`src/rtl/lsw_spi_pkg.sv`:
```
// Shared constants and types for the load-switch serial port.
// Assumes a 16-bit word with the watchdog toggle in the top bit.
package lsw_spi_pkg;
    localparam int WORD_W     = 16;
    localparam int ADDR_W     = 3;
    localparam int DATA_W     = WORD_W - 1 - ADDR_W;
    localparam int NUM_CH     = 4;
    localparam int FLT_PER_CH = 2;
    localparam int FLT_W      = NUM_CH * FLT_PER_CH;
    localparam int NUM_REGS   = 6;
    localparam int CNT_W      = $clog2(WORD_W + 2);
    localparam int PAD_W      = WORD_W - FLT_W - NUM_CH - 1;

    // Command word layout (bit order is behaviour: decode depends on it)
    typedef struct packed {
        logic              wd;
        logic [ADDR_W-1:0] addr;
        logic [DATA_W-1:0] data;
    } cmd_t;

    // Assemble the outgoing status word
    function automatic logic [WORD_W-1:0] pack_status(
        input logic [FLT_W-1:0]  flt,
        input logic [NUM_CH-1:0] ins,
        input logic              wd
    );
        return {flt, ins, wd, {PAD_W{1'b0}}};
    endfunction
endpackage

```
`src/rtl/lsw_spi_sync.sv`:
```
// Pin synchronizer and edge finder.
// Brings SCLK, SI and CS_N through SYNC_STAGES flops and derives single-cycle
// edge strobes in the system clock domain. Clock edges are reported only
// while select is low. Assumes the system clock is at least 4x the serial clock.
module lsw_spi_sync #(
    parameter int SYNC_STAGES = 2
) (
    input  logic clk,
    input  logic rst_n,
    input  logic sclk_i,
    input  logic si_i,
    input  logic cs_n_i,
    output logic sclk_rise,
    output logic sclk_fall,
    output logic si_s,
    output logic cs_low,
    output logic cs_fall,
    output logic cs_rise
);
    localparam int NPIN = 3;
    localparam logic [NPIN-1:0] IDLE = 3'b100; // cs_n high, si low, sclk low

    logic [SYNC_STAGES-1:0][NPIN-1:0] stage_q;
    logic [NPIN-1:0] pin_s;
    logic            sclk_d, cs_n_d;

    // Shift the raw pins through the synchronizer chain
    always_ff @(posedge clk) begin
        if (!rst_n) begin
            for (int s = 0; s < SYNC_STAGES; s++) stage_q[s] <= IDLE;
        end else begin
            stage_q[0] <= {cs_n_i, si_i, sclk_i};
            for (int s = 1; s < SYNC_STAGES; s++) stage_q[s] <= stage_q[s-1];
        end
    end

    assign pin_s = stage_q[SYNC_STAGES-1];

    // Remember the previous synchronized clock and select levels
    always_ff @(posedge clk) begin
        if (!rst_n) begin
            sclk_d <= 1'b0;
            cs_n_d <= 1'b1;
        end else begin
            sclk_d <= pin_s[0];
            cs_n_d <= pin_s[2];
        end
    end

    assign si_s      = pin_s[1];
    assign cs_low    = !pin_s[2];
    assign cs_fall   = !pin_s[2] && cs_n_d;
    assign cs_rise   = pin_s[2] && !cs_n_d;
    assign sclk_rise = cs_low && !cs_fall && pin_s[0] && !sclk_d;
    assign sclk_fall = cs_low && !cs_fall && !pin_s[0] && sclk_d;
endmodule

```
`src/rtl/lsw_spi_shifter.sv`:
```
// Frame shifter: receives the command word on falling clock edges and
// sends the status word on rising clock edges, MSB first. It counts clocks,
// saturating above the word length, and flags a valid frame when select rises
// after exactly WORD_W clocks.
module lsw_spi_shifter
    import lsw_spi_pkg::*;
(
    input  logic              clk,
    input  logic              rst_n,
    input  logic              sclk_rise,
    input  logic              sclk_fall,
    input  logic              si_s,
    input  logic              cs_low,
    input  logic              cs_fall,
    input  logic              cs_rise,
    input  logic [WORD_W-1:0] status_i,
    output logic [WORD_W-1:0] rx_word,
    output logic              frame_ok,
    output logic              so,
    output logic              so_oe
);
    localparam logic [CNT_W-1:0] CNT_MAX  = CNT_W'(WORD_W + 1);
    localparam logic [CNT_W-1:0] CNT_FULL = CNT_W'(WORD_W);

    logic [WORD_W-1:0] tx_sh, rx_sh;
    logic [CNT_W-1:0]  cnt;
    logic              so_q;

    // Load status at select fall; shift out on rise and shift in on fall
    always_ff @(posedge clk) begin
        if (!rst_n) begin
            tx_sh <= '0;
            rx_sh <= '0;
            cnt   <= '0;
            so_q  <= 1'b0;
        end else if (cs_fall) begin
            tx_sh <= status_i;
            rx_sh <= '0;
            cnt   <= '0;
            so_q  <= 1'b0;
        end else begin
            if (sclk_rise) begin
                so_q  <= tx_sh[WORD_W-1];
                tx_sh <= {tx_sh[WORD_W-2:0], 1'b0};
            end
            if (sclk_fall) begin
                rx_sh <= {rx_sh[WORD_W-2:0], si_s};
                if (cnt != CNT_MAX) cnt <= cnt + 1'b1;
            end
        end
    end

    assign rx_word  = rx_sh;
    assign frame_ok = cs_rise && (cnt == CNT_FULL);
    assign so       = cs_low ? so_q : 1'b0;
    assign so_oe    = cs_low;
endmodule

```
`src/rtl/lsw_spi_regbank.sv`:
```
// Configuration register bank: commits a valid frame's data to the addressed
// register and keeps the watchdog toggle bit. Addresses at or above
// NUM_REGS match no register. Every register resets to zero.
module lsw_spi_regbank
    import lsw_spi_pkg::*;
#(
    parameter int NUM_REGS = lsw_spi_pkg::NUM_REGS
) (
    input  logic                       clk,
    input  logic                       rst_n,
    input  logic                       frame_ok,
    input  logic [WORD_W-1:0]          rx_word,
    output logic [NUM_REGS*DATA_W-1:0] cfg_o,
    output logic                       wd_toggle_o
);
    cmd_t cmd;
    assign cmd = cmd_t'(rx_word);

    logic wd_q;

    generate
        for (genvar r = 0; r < NUM_REGS; r++) begin : g_reg
            logic [DATA_W-1:0] val_q;
            // Write this register when a valid frame addresses it
            always_ff @(posedge clk) begin
                if (!rst_n)
                    val_q <= '0;
                else if (frame_ok && (cmd.addr == ADDR_W'(r)))
                    val_q <= cmd.data;
            end
            assign cfg_o[r*DATA_W +: DATA_W] = val_q;
        end
    endgenerate

    // Keep the toggle bit of every valid frame
    always_ff @(posedge clk) begin
        if (!rst_n)        wd_q <= 1'b0;
        else if (frame_ok) wd_q <= cmd.wd;
    end

    assign wd_toggle_o = wd_q;
endmodule

```
`src/rtl/lsw_spi_status.sv`:
```
// Fault latch and status assembly. Fault pulses set sticky flags. The flags
// present at select fall are remembered, and at the end of a valid frame only
// those are cleared, minus any that were pulsed again during the frame.
module lsw_spi_status
    import lsw_spi_pkg::*;
(
    input  logic              clk,
    input  logic              rst_n,
    input  logic [FLT_W-1:0]  flt_set_i,
    input  logic [NUM_CH-1:0] chan_in_i,
    input  logic              wd_i,
    input  logic              cs_fall,
    input  logic              frame_ok,
    output logic [FLT_W-1:0]  flt_lat_o,
    output logic [WORD_W-1:0] status_o
);
    logic [FLT_W-1:0] lat_q, cap_q, fresh_q, clr;

    // Bits to drop: reported at select fall and not pulsed since
    assign clr = frame_ok ? (cap_q & ~(fresh_q | flt_set_i)) : '0;

    // Latch faults, remember reported set, track faults new in this frame
    always_ff @(posedge clk) begin
        if (!rst_n) begin
            lat_q   <= '0;
            cap_q   <= '0;
            fresh_q <= '0;
        end else begin
            lat_q <= (lat_q & ~clr) | flt_set_i;
            if (cs_fall) begin
                cap_q   <= lat_q;
                fresh_q <= flt_set_i;
            end else begin
                fresh_q <= fresh_q | flt_set_i;
            end
        end
    end

    assign flt_lat_o = lat_q;
    assign status_o  = pack_status(lat_q, chan_in_i, wd_i);
endmodule

```
`src/rtl/lsw_spi_regif.sv`:
```
// Top of the load-switch serial port: synchronizer, frame shifter,
// register bank and fault/status logic. All logic is in the clk domain;
// the serial pins are asynchronous to it.
module lsw_spi_regif
    import lsw_spi_pkg::*;
#(
    parameter int NUM_REGS    = lsw_spi_pkg::NUM_REGS,
    parameter int SYNC_STAGES = 2
) (
    input  logic                       clk,
    input  logic                       rst_n,
    input  logic                       spi_sclk,
    input  logic                       spi_cs_n,
    input  logic                       spi_si,
    output logic                       spi_so,
    output logic                       spi_so_oe,
    input  logic [FLT_W-1:0]           flt_set_i,
    input  logic [NUM_CH-1:0]          chan_in_i,
    output logic [NUM_REGS*DATA_W-1:0] cfg_o,
    output logic                       wd_toggle_o
);
    logic sclk_rise, sclk_fall, si_s, cs_low, cs_fall, cs_rise;
    logic frame_ok;
    logic [WORD_W-1:0] rx_word, status_w;
    logic [FLT_W-1:0]  flt_lat;

    lsw_spi_sync #(.SYNC_STAGES(SYNC_STAGES)) u_sync (
        .clk(clk), .rst_n(rst_n),
        .sclk_i(spi_sclk), .si_i(spi_si), .cs_n_i(spi_cs_n),
        .sclk_rise(sclk_rise), .sclk_fall(sclk_fall), .si_s(si_s),
        .cs_low(cs_low), .cs_fall(cs_fall), .cs_rise(cs_rise)
    );

    lsw_spi_shifter u_shift (
        .clk(clk), .rst_n(rst_n),
        .sclk_rise(sclk_rise), .sclk_fall(sclk_fall), .si_s(si_s),
        .cs_low(cs_low), .cs_fall(cs_fall), .cs_rise(cs_rise),
        .status_i(status_w), .rx_word(rx_word), .frame_ok(frame_ok),
        .so(spi_so), .so_oe(spi_so_oe)
    );

    lsw_spi_regbank #(.NUM_REGS(NUM_REGS)) u_regs (
        .clk(clk), .rst_n(rst_n),
        .frame_ok(frame_ok), .rx_word(rx_word),
        .cfg_o(cfg_o), .wd_toggle_o(wd_toggle_o)
    );

    lsw_spi_status u_stat (
        .clk(clk), .rst_n(rst_n),
        .flt_set_i(flt_set_i), .chan_in_i(chan_in_i), .wd_i(wd_toggle_o),
        .cs_fall(cs_fall), .frame_ok(frame_ok),
        .flt_lat_o(flt_lat), .status_o(status_w)
    );
endmodule

```
`config.mk`:
```
export PLATFORM = sky130hd
export DESIGN_NAME = lsw_spi_regif
export DESIGN_NICKNAME = d
export VERILOG_FILES = /design/src/rtl/lsw_spi_pkg.sv /design/src/rtl/lsw_spi_sync.sv /design/src/rtl/lsw_spi_shifter.sv /design/src/rtl/lsw_spi_regbank.sv /design/src/rtl/lsw_spi_status.sv /design/src/rtl/lsw_spi_regif.sv
export SDC_FILE = /design/constraint.sdc
export NUM_CORES = 1
export LEC_CHECK = 0
export ABC_AREA = 1
export BUFFER_PORTS_ARGS = -buffer_cell sky130_fd_sc_hd__buf_2
export CAP_MARGIN = 20
export CORE_MARGIN = 3
export CORE_UTILIZATION = 56
export DETAILED_ROUTE_END_ITERATION = 10
export PLACE_DENSITY = 0.79
export RECOVER_POWER = 50
export SYNTH_ARGS = -nofsm -noshare
export SYNTH_HDL_FRONTEND = slang
export SYNTH_HIERARCHICAL = 1
export SYNTH_SLANG_ARGS = --single-unit
```
`constraint.sdc`:
```
create_clock -name clk -period 1.9 [get_ports clk]
set_input_delay 0.19 -clock clk [delete_from_list [all_inputs] [get_ports clk]]
set_output_delay 0.19 -clock clk [all_outputs]
set_load 0.02 [all_outputs]
```
# [Yosys cells after proc, flatten, opt, wreduce, memory -nomap -nowiden]
# Index checks and enable logic that the tools add are counted.
[totals] reg_bits=140 wordCells=61 input_bits=17
[op_classes] n_addsub=1 reduce_logical=23 mux=5 bitwise_logic=7 eq_ne=7
[op_table] operator="$mux W16" n=2
[op_table] operator="$and A8 B8 Y8" n=2
[op_table] operator="$mux W8" n=2
[op_table] operator="$not A8 Y8" n=2
[op_table] operator="$or A8 B8 Y8" n=2
[op_table] operator="$logic_and A1 B1 Y1" n=14
[op_table] operator="$eq A3 B2 Y1 const B" n=2
[op_table] operator="$eq A3 B3 Y1 const B" n=2
[op_table] operator="$add A5 B1 Y5 const B" n=1
[op_table] operator="$eq A5 B5 Y1 const B" n=1
[op_table] operator="$logic_not A1 Y1" n=5
[op_table] operator="$ne A5 B5 Y1 const B" n=1
[op_table] operator="$eq A3 B1 Y1 const B" n=1
[op_table] operator="$logic_not A3 Y1" n=1
[op_table] operator="$reduce_and A2 Y1" n=1
[op_table] operator="$reduce_bool A2 Y1" n=1
[op_table] operator="$reduce_or A2 Y1" n=1
[op_table] operator="$mux W1" n=1
[op_table] operator="$not A1 Y1" n=1

# [Depth between registers and ports, before layout]
[depth] depth_word=8 ltp_mapped=11 depth_no_buf=9

# [Modules after synthesis]
# Netlist, hierarchy kept.
[by_module_without_submodules] module="lsw_spi_regbank" seq_area_each_um2=1461.4 cells_per_inst=425 area_each_um2=2919.0 instances=1
[by_module_without_submodules] module="lsw_spi_shifter" seq_area_each_um2=760.7 cells_per_inst=236 area_each_um2=1669.1 instances=1
[by_module_without_submodules] module="lsw_spi_status" seq_area_each_um2=480.5 cells_per_inst=126 area_each_um2=979.7 instances=1
[by_module_without_submodules] module="lsw_spi_sync" seq_area_each_um2=160.2 cells_per_inst=35 area_each_um2=262.8 instances=1

# [Worst setup path before layout]
# No wires, ideal clock.
[synth_timing] kind="register to register" startpoint="reg u_shift.cnt[0]" endpoint="reg u_regs.g_reg[2].val_q[0]" setup_time_ns=0.113 t_required_ns=1.787 path_stages_with_launch=12 arrival_ns=1.569 path_slack_ns=0.219 synth_period_minus_slack_ns=1.681 cell_sequence="dfxtp_1 -> inv_1 -> ha_1 -> nand3_1 -> nor3_1 -> inv_1 -> nor2_2 -> buf_4 -> buf_4 -> nand3_1 -> nand2_1 -> nor2_1"
[synth_between] elab_chain_cells=3
[synth_rtl] item="from (decl)" line_no="lsw_spi_shifter.sv:26" rtl="logic [CNT_W-1:0] cnt;"
[synth_rtl] item="from (signal assigned)" line_no="lsw_spi_shifter.sv:48" rtl="if (cnt != CNT_MAX) cnt <= cnt + 1'b1;"
[synth_rtl] item="$eq A5 B5 Y1" line_no="lsw_spi_shifter.sv:54" rtl="assign frame_ok = cs_rise && (cnt == CNT_FULL);"
[synth_rtl] item="$logic_and A1 B1 Y1" line_no="lsw_spi_shifter.sv:54"
[synth_rtl] item="net frame_ok" line_no="lsw_spi_regif.sv:23" rtl="logic frame_ok;"
[synth_rtl] item="$logic_and A1 B1 Y1" line_no="lsw_spi_regbank.sv:28" rtl="else if (frame_ok && (cmd.addr == ADDR_W'(r)))"
[synth_rtl] item="to (signal assigned)" line_no="lsw_spi_regbank.sv:29" rtl="val_q <= cmd.data;"
[synth_rtl] item="to (decl)" line_no="lsw_spi_regbank.sv:23" rtl="logic [DATA_W-1:0] val_q;"
# The timed path passes the listed nets, and every way through them passes these cells.
# A chain may end at the register's enable or synchronous reset.

# [Worst setup path in the final report]
[layout_timing] startpoint="reg u_shift.cnt[1]" endpoint="reg u_regs.g_reg[0].val_q[10]"
[layout_between] elab_chain_cells=3
[layout_rtl] item="$eq A5 B5 Y1" line_no="lsw_spi_shifter.sv:54"
[layout_rtl] item="$logic_and A1 B1 Y1" line_no="lsw_spi_shifter.sv:54"
[layout_rtl] item="net frame_ok" line_no="lsw_spi_regif.sv:23"
[layout_rtl] item="$logic_and A1 B1 Y1" line_no="lsw_spi_regbank.sv:28"
[layout_rtl] item="to (signal assigned)" line_no="lsw_spi_regbank.sv:29"
[layout_rtl] item="to (decl)" line_no="lsw_spi_regbank.sv:23"
# The timed path passes the listed nets, and every way through them passes these cells.

==> impl_metrics.csv <==
group,metric,value,unit
placement,gp_congestion,0.824,
floorplanning,core-area,9950,um2
critical_path,path_cells,"inv_1, ha_1, nand3_1, nor3_1, buf_4, inv_1, nor2_2, buf_4, nand3_1, nand2_1, nor2_1",
synthesis,synth_area_leaders,"dfxtp_1 49%, nor2_1 13%, nand2_1 11%",
cts,clk_latency,520,ps
final_layout,area_growth,18.4,%
floorplanning,start_util,0.586,
job,max_cap_violations,0,
grt,antenna_found_initial,0,
synthesis,async_flop_share,0,
grt,grt_pass1_vias,4827,
sta,fmax,556,MHz
routing,drtIter0Drc,456,
power_and_ir_drop,p_leak,3.09,nW
floorplanning,die_h,108,um
routing,drc_errors,0,
cts,cts_tree,"built",
routing,ant_nets,0,
routing,drtPass1Iterations,7,
synthesis,synth-main-ff-cell,"dfxtp_1",
cts,root_buffer,"clkbuf_8",
status,status,"finished clean",
sta,whs,394,ps
worst_hold_path,hp-class,"input pin to flop",
routing,avgViaCountPerCell,5.09,
sta,final.setup.tns,0,ps
synthesis,syn_avg_cell_area,7.09,um2
floorplanning,die_w,108,um
placement,dp_cells,1010,
synthesis,ys_types,23,
floorplanning,die-area,11700,um2
synthesis,yosys.area.top_type,"dfxtp_1",
critical_path,crit_path_end_kind,"flop",
critical_path,crit_type,"flop to flop",
routing,wl,13800,um
final_layout,n_antenna_cell,0,
sta,hold_viol_final,0,
floorplanning,ios,92,
final_layout,finish.net_count,934,
cts,cts.sinks,143,
sta,skew,4.50,ps
power_and_ir_drop,vdd_ir_drop_max,0.637,mV
sta,relSlewSlack,0.491,
sta,period_needed,1800,ps
sta,setup_violations,0,
sta,finalCritPeriodShare,0.946,
critical_path,slowest_delay,340,ps
critical_path,path_delay_family,"simple AND/OR/NAND/NOR gates",
critical_path,path_max_fanout,14,
power_and_ir_drop,power_density,953,nW/um2
critical_path,start_kind,"flop",
cts,cts_made_buffers,17,
synthesis,syn_inst,822,
synthesis,yosysWarnings,6,
critical_path,arrival,2210,ps
critical_path,required,2310,ps
grt,grt_overflow,0,
critical_path,slowest_stage,"dfxtp_1",
sta,rsz0062_at_grt,"yes",
cts,clk_pin_slew,60,ps
cts,h-tree-depth,4,
final_layout,fillers,817,
synthesis,synthTopCellsByCount,"207 x nor2_1, 176 x nand2_1, 143 x dfxtp_1",
critical_path,rr_startpoint,"u_shift/cnt[1]",
synthesis,synth_edf_count,0,
grt,grt_usage,0.238,
placement,post-dp-hpwl,8920,um
final_layout,layoutNonFillerInstCount,1059,
routing,wl_per_cell,13.0,um
routing,vias,5395,
synthesis,synth_most_common_cell,"nor2_1",
final_layout,drive_gt1_frac,0.0864,
worst_hold_path,min_from,"spi_cs_n",
critical_path,startpoint,"u_shift/cnt[1]",
floorplanning,rows,36,
synthesis,synth_seq_area_share,0.491,
sta,tightestPinTransition,763,ps
synthesis,yosys.area.top_type_share,0.491,
cts,cts_max_path_buffers,2,
sta,slew_viol_final,0,
synthesis,ys_ff_latch,143,
synthesis,syn_area,5830,um2
grt,grt_max_degree,55,
placement,portBuffers,91,
critical_path,critical_path_buf_inv_count,4,
grt,grt_first_pass_wirelength,22100,um
## metal layers
| metal | GRT usage | share of wire | vias to the layer above |
|---|---|---|---|
| li1 | - | - | 2689 |
| met1 | 0.298 | 0.43 | 2484 |
| met2 | 0.399 | 0.48 | 195 |
| met3 | 0.0627 | 0.071 | 27 |
| met4 | 0.0830 | 0.020 | 0 |
| met5 | 0 | 0 | - |
## flip-flops by register name, summed over array words and instances (netlist names)
register	cells
u_stat/cap_q	8
u_shift/tx_sh	16
u_sync/stage_q	3
u_regs/g.val_q	72
u_shift/cnt	5
u_sync/pin_s	3
u_sync/cs_n_d	1
u_stat/flt_lat_o	8
u_shift/rx_word	16
u_stat/fresh_q	8
u_sync/sclk_d	1
u_regs/wd_toggle_o	1
u_shift/so_q	1
## stage by stage
stage / instance area (um2) / setup slack, ps / power (mW) / util
after floorplan: 5840 / 219 / 3.33 / -
after global placement: 6250 / 182 / 3.34 / 0.628
after global routing: 6910 / -8.19 / 6.78 / 0.694
final: 6910 / 102 / 6.58 / 0.694
after CTS: 6990 / 44.5 / 6.60 / 0.702
after detailed placement: 6250 / 94.8 / 3.36 / 0.628
## power breakdown
part / leakage (nW) / internal (mW) / switching [mW]
registers: 1.16 / 3.05 / 0.0275
clock network: 0.285 / 2.04 / 1.22
logic: 1.65 / 0.0974 / 0.143
## worst register-to-register path, delay by kind of cell, from the launching register on
kind                     cells  cell delay [ps]
adder cells (fa/ha/maj)      1              160
flip-flops                   1              340
AND/OR/NAND/NOR              6              620
buffers and inverters        4              570
## what timing repair did
action / CTS / global route
endpoints found under the setup margin: 0 / 72
buffers inserted: 0 / 2
hold endpoints to repair: 25 / 0
hold buffers: 16 / 0
resized for setup: 0 / 1
## worst paths after layout
check | end | slack (ps) | cells past startpoint
min reg2reg | u_sync/pin_s[0] | 420 | 2
min | u_sync/stage_q[2] | 390 | 4
max reg2reg | u_regs/g_reg[0].val_q[10] | 100 | 11
max | u_regs/g_reg[0].val_q[10] | 100 | 11
## layout make-up
type / instances / area (um2) / area share
repair buffers: 129 / 704 / 0.102
clock inverters: 12 / 143 / 0.0207
well taps: 133 / 166 / 0.0241
flip-flops and latches: 143 / 2860 / 0.415
inverters: 75 / 282 / 0.0408
clock buffers: 19 / 442 / 0.0640
multi-input cells: 548 / 2310 / 0.334
## layout by cell type, fill, tap and decap left out, types with 2 or more instances in the layout
cell	instances
clkinvlp_4	3
nor2_1	207
inv_1	71
buf_4	20
nand3_1	98
inv_2	4
clkbuf_8	3
ha_1	3
a21oi_1	24
clkbuf_16	16
o21ai_1	15
o21ai_0	12
clkbuf_1	74
clkinv_2	6
nor3_1	2
dlygate4sd3_1	16
bufinv_16	3
conb_1	3
buf_2	17
nand2_1	176
nor2_2	4
dfxtp_1	143
## cells by family (layout without fill, tap and decap cells)
group,count (synthesis),in the layout,share of synthesized area
and+or+nand+nor,490,490,0.344
DFF,143,143,0.491
buffers and inverters,133,235,0.113
AOI/OAI and AO/OA,52,52,0.0449
adders and majority gates,3,3,0.00644
other,1,3,0.000643
No activity file was read; power rests on OpenSTA's default activity.
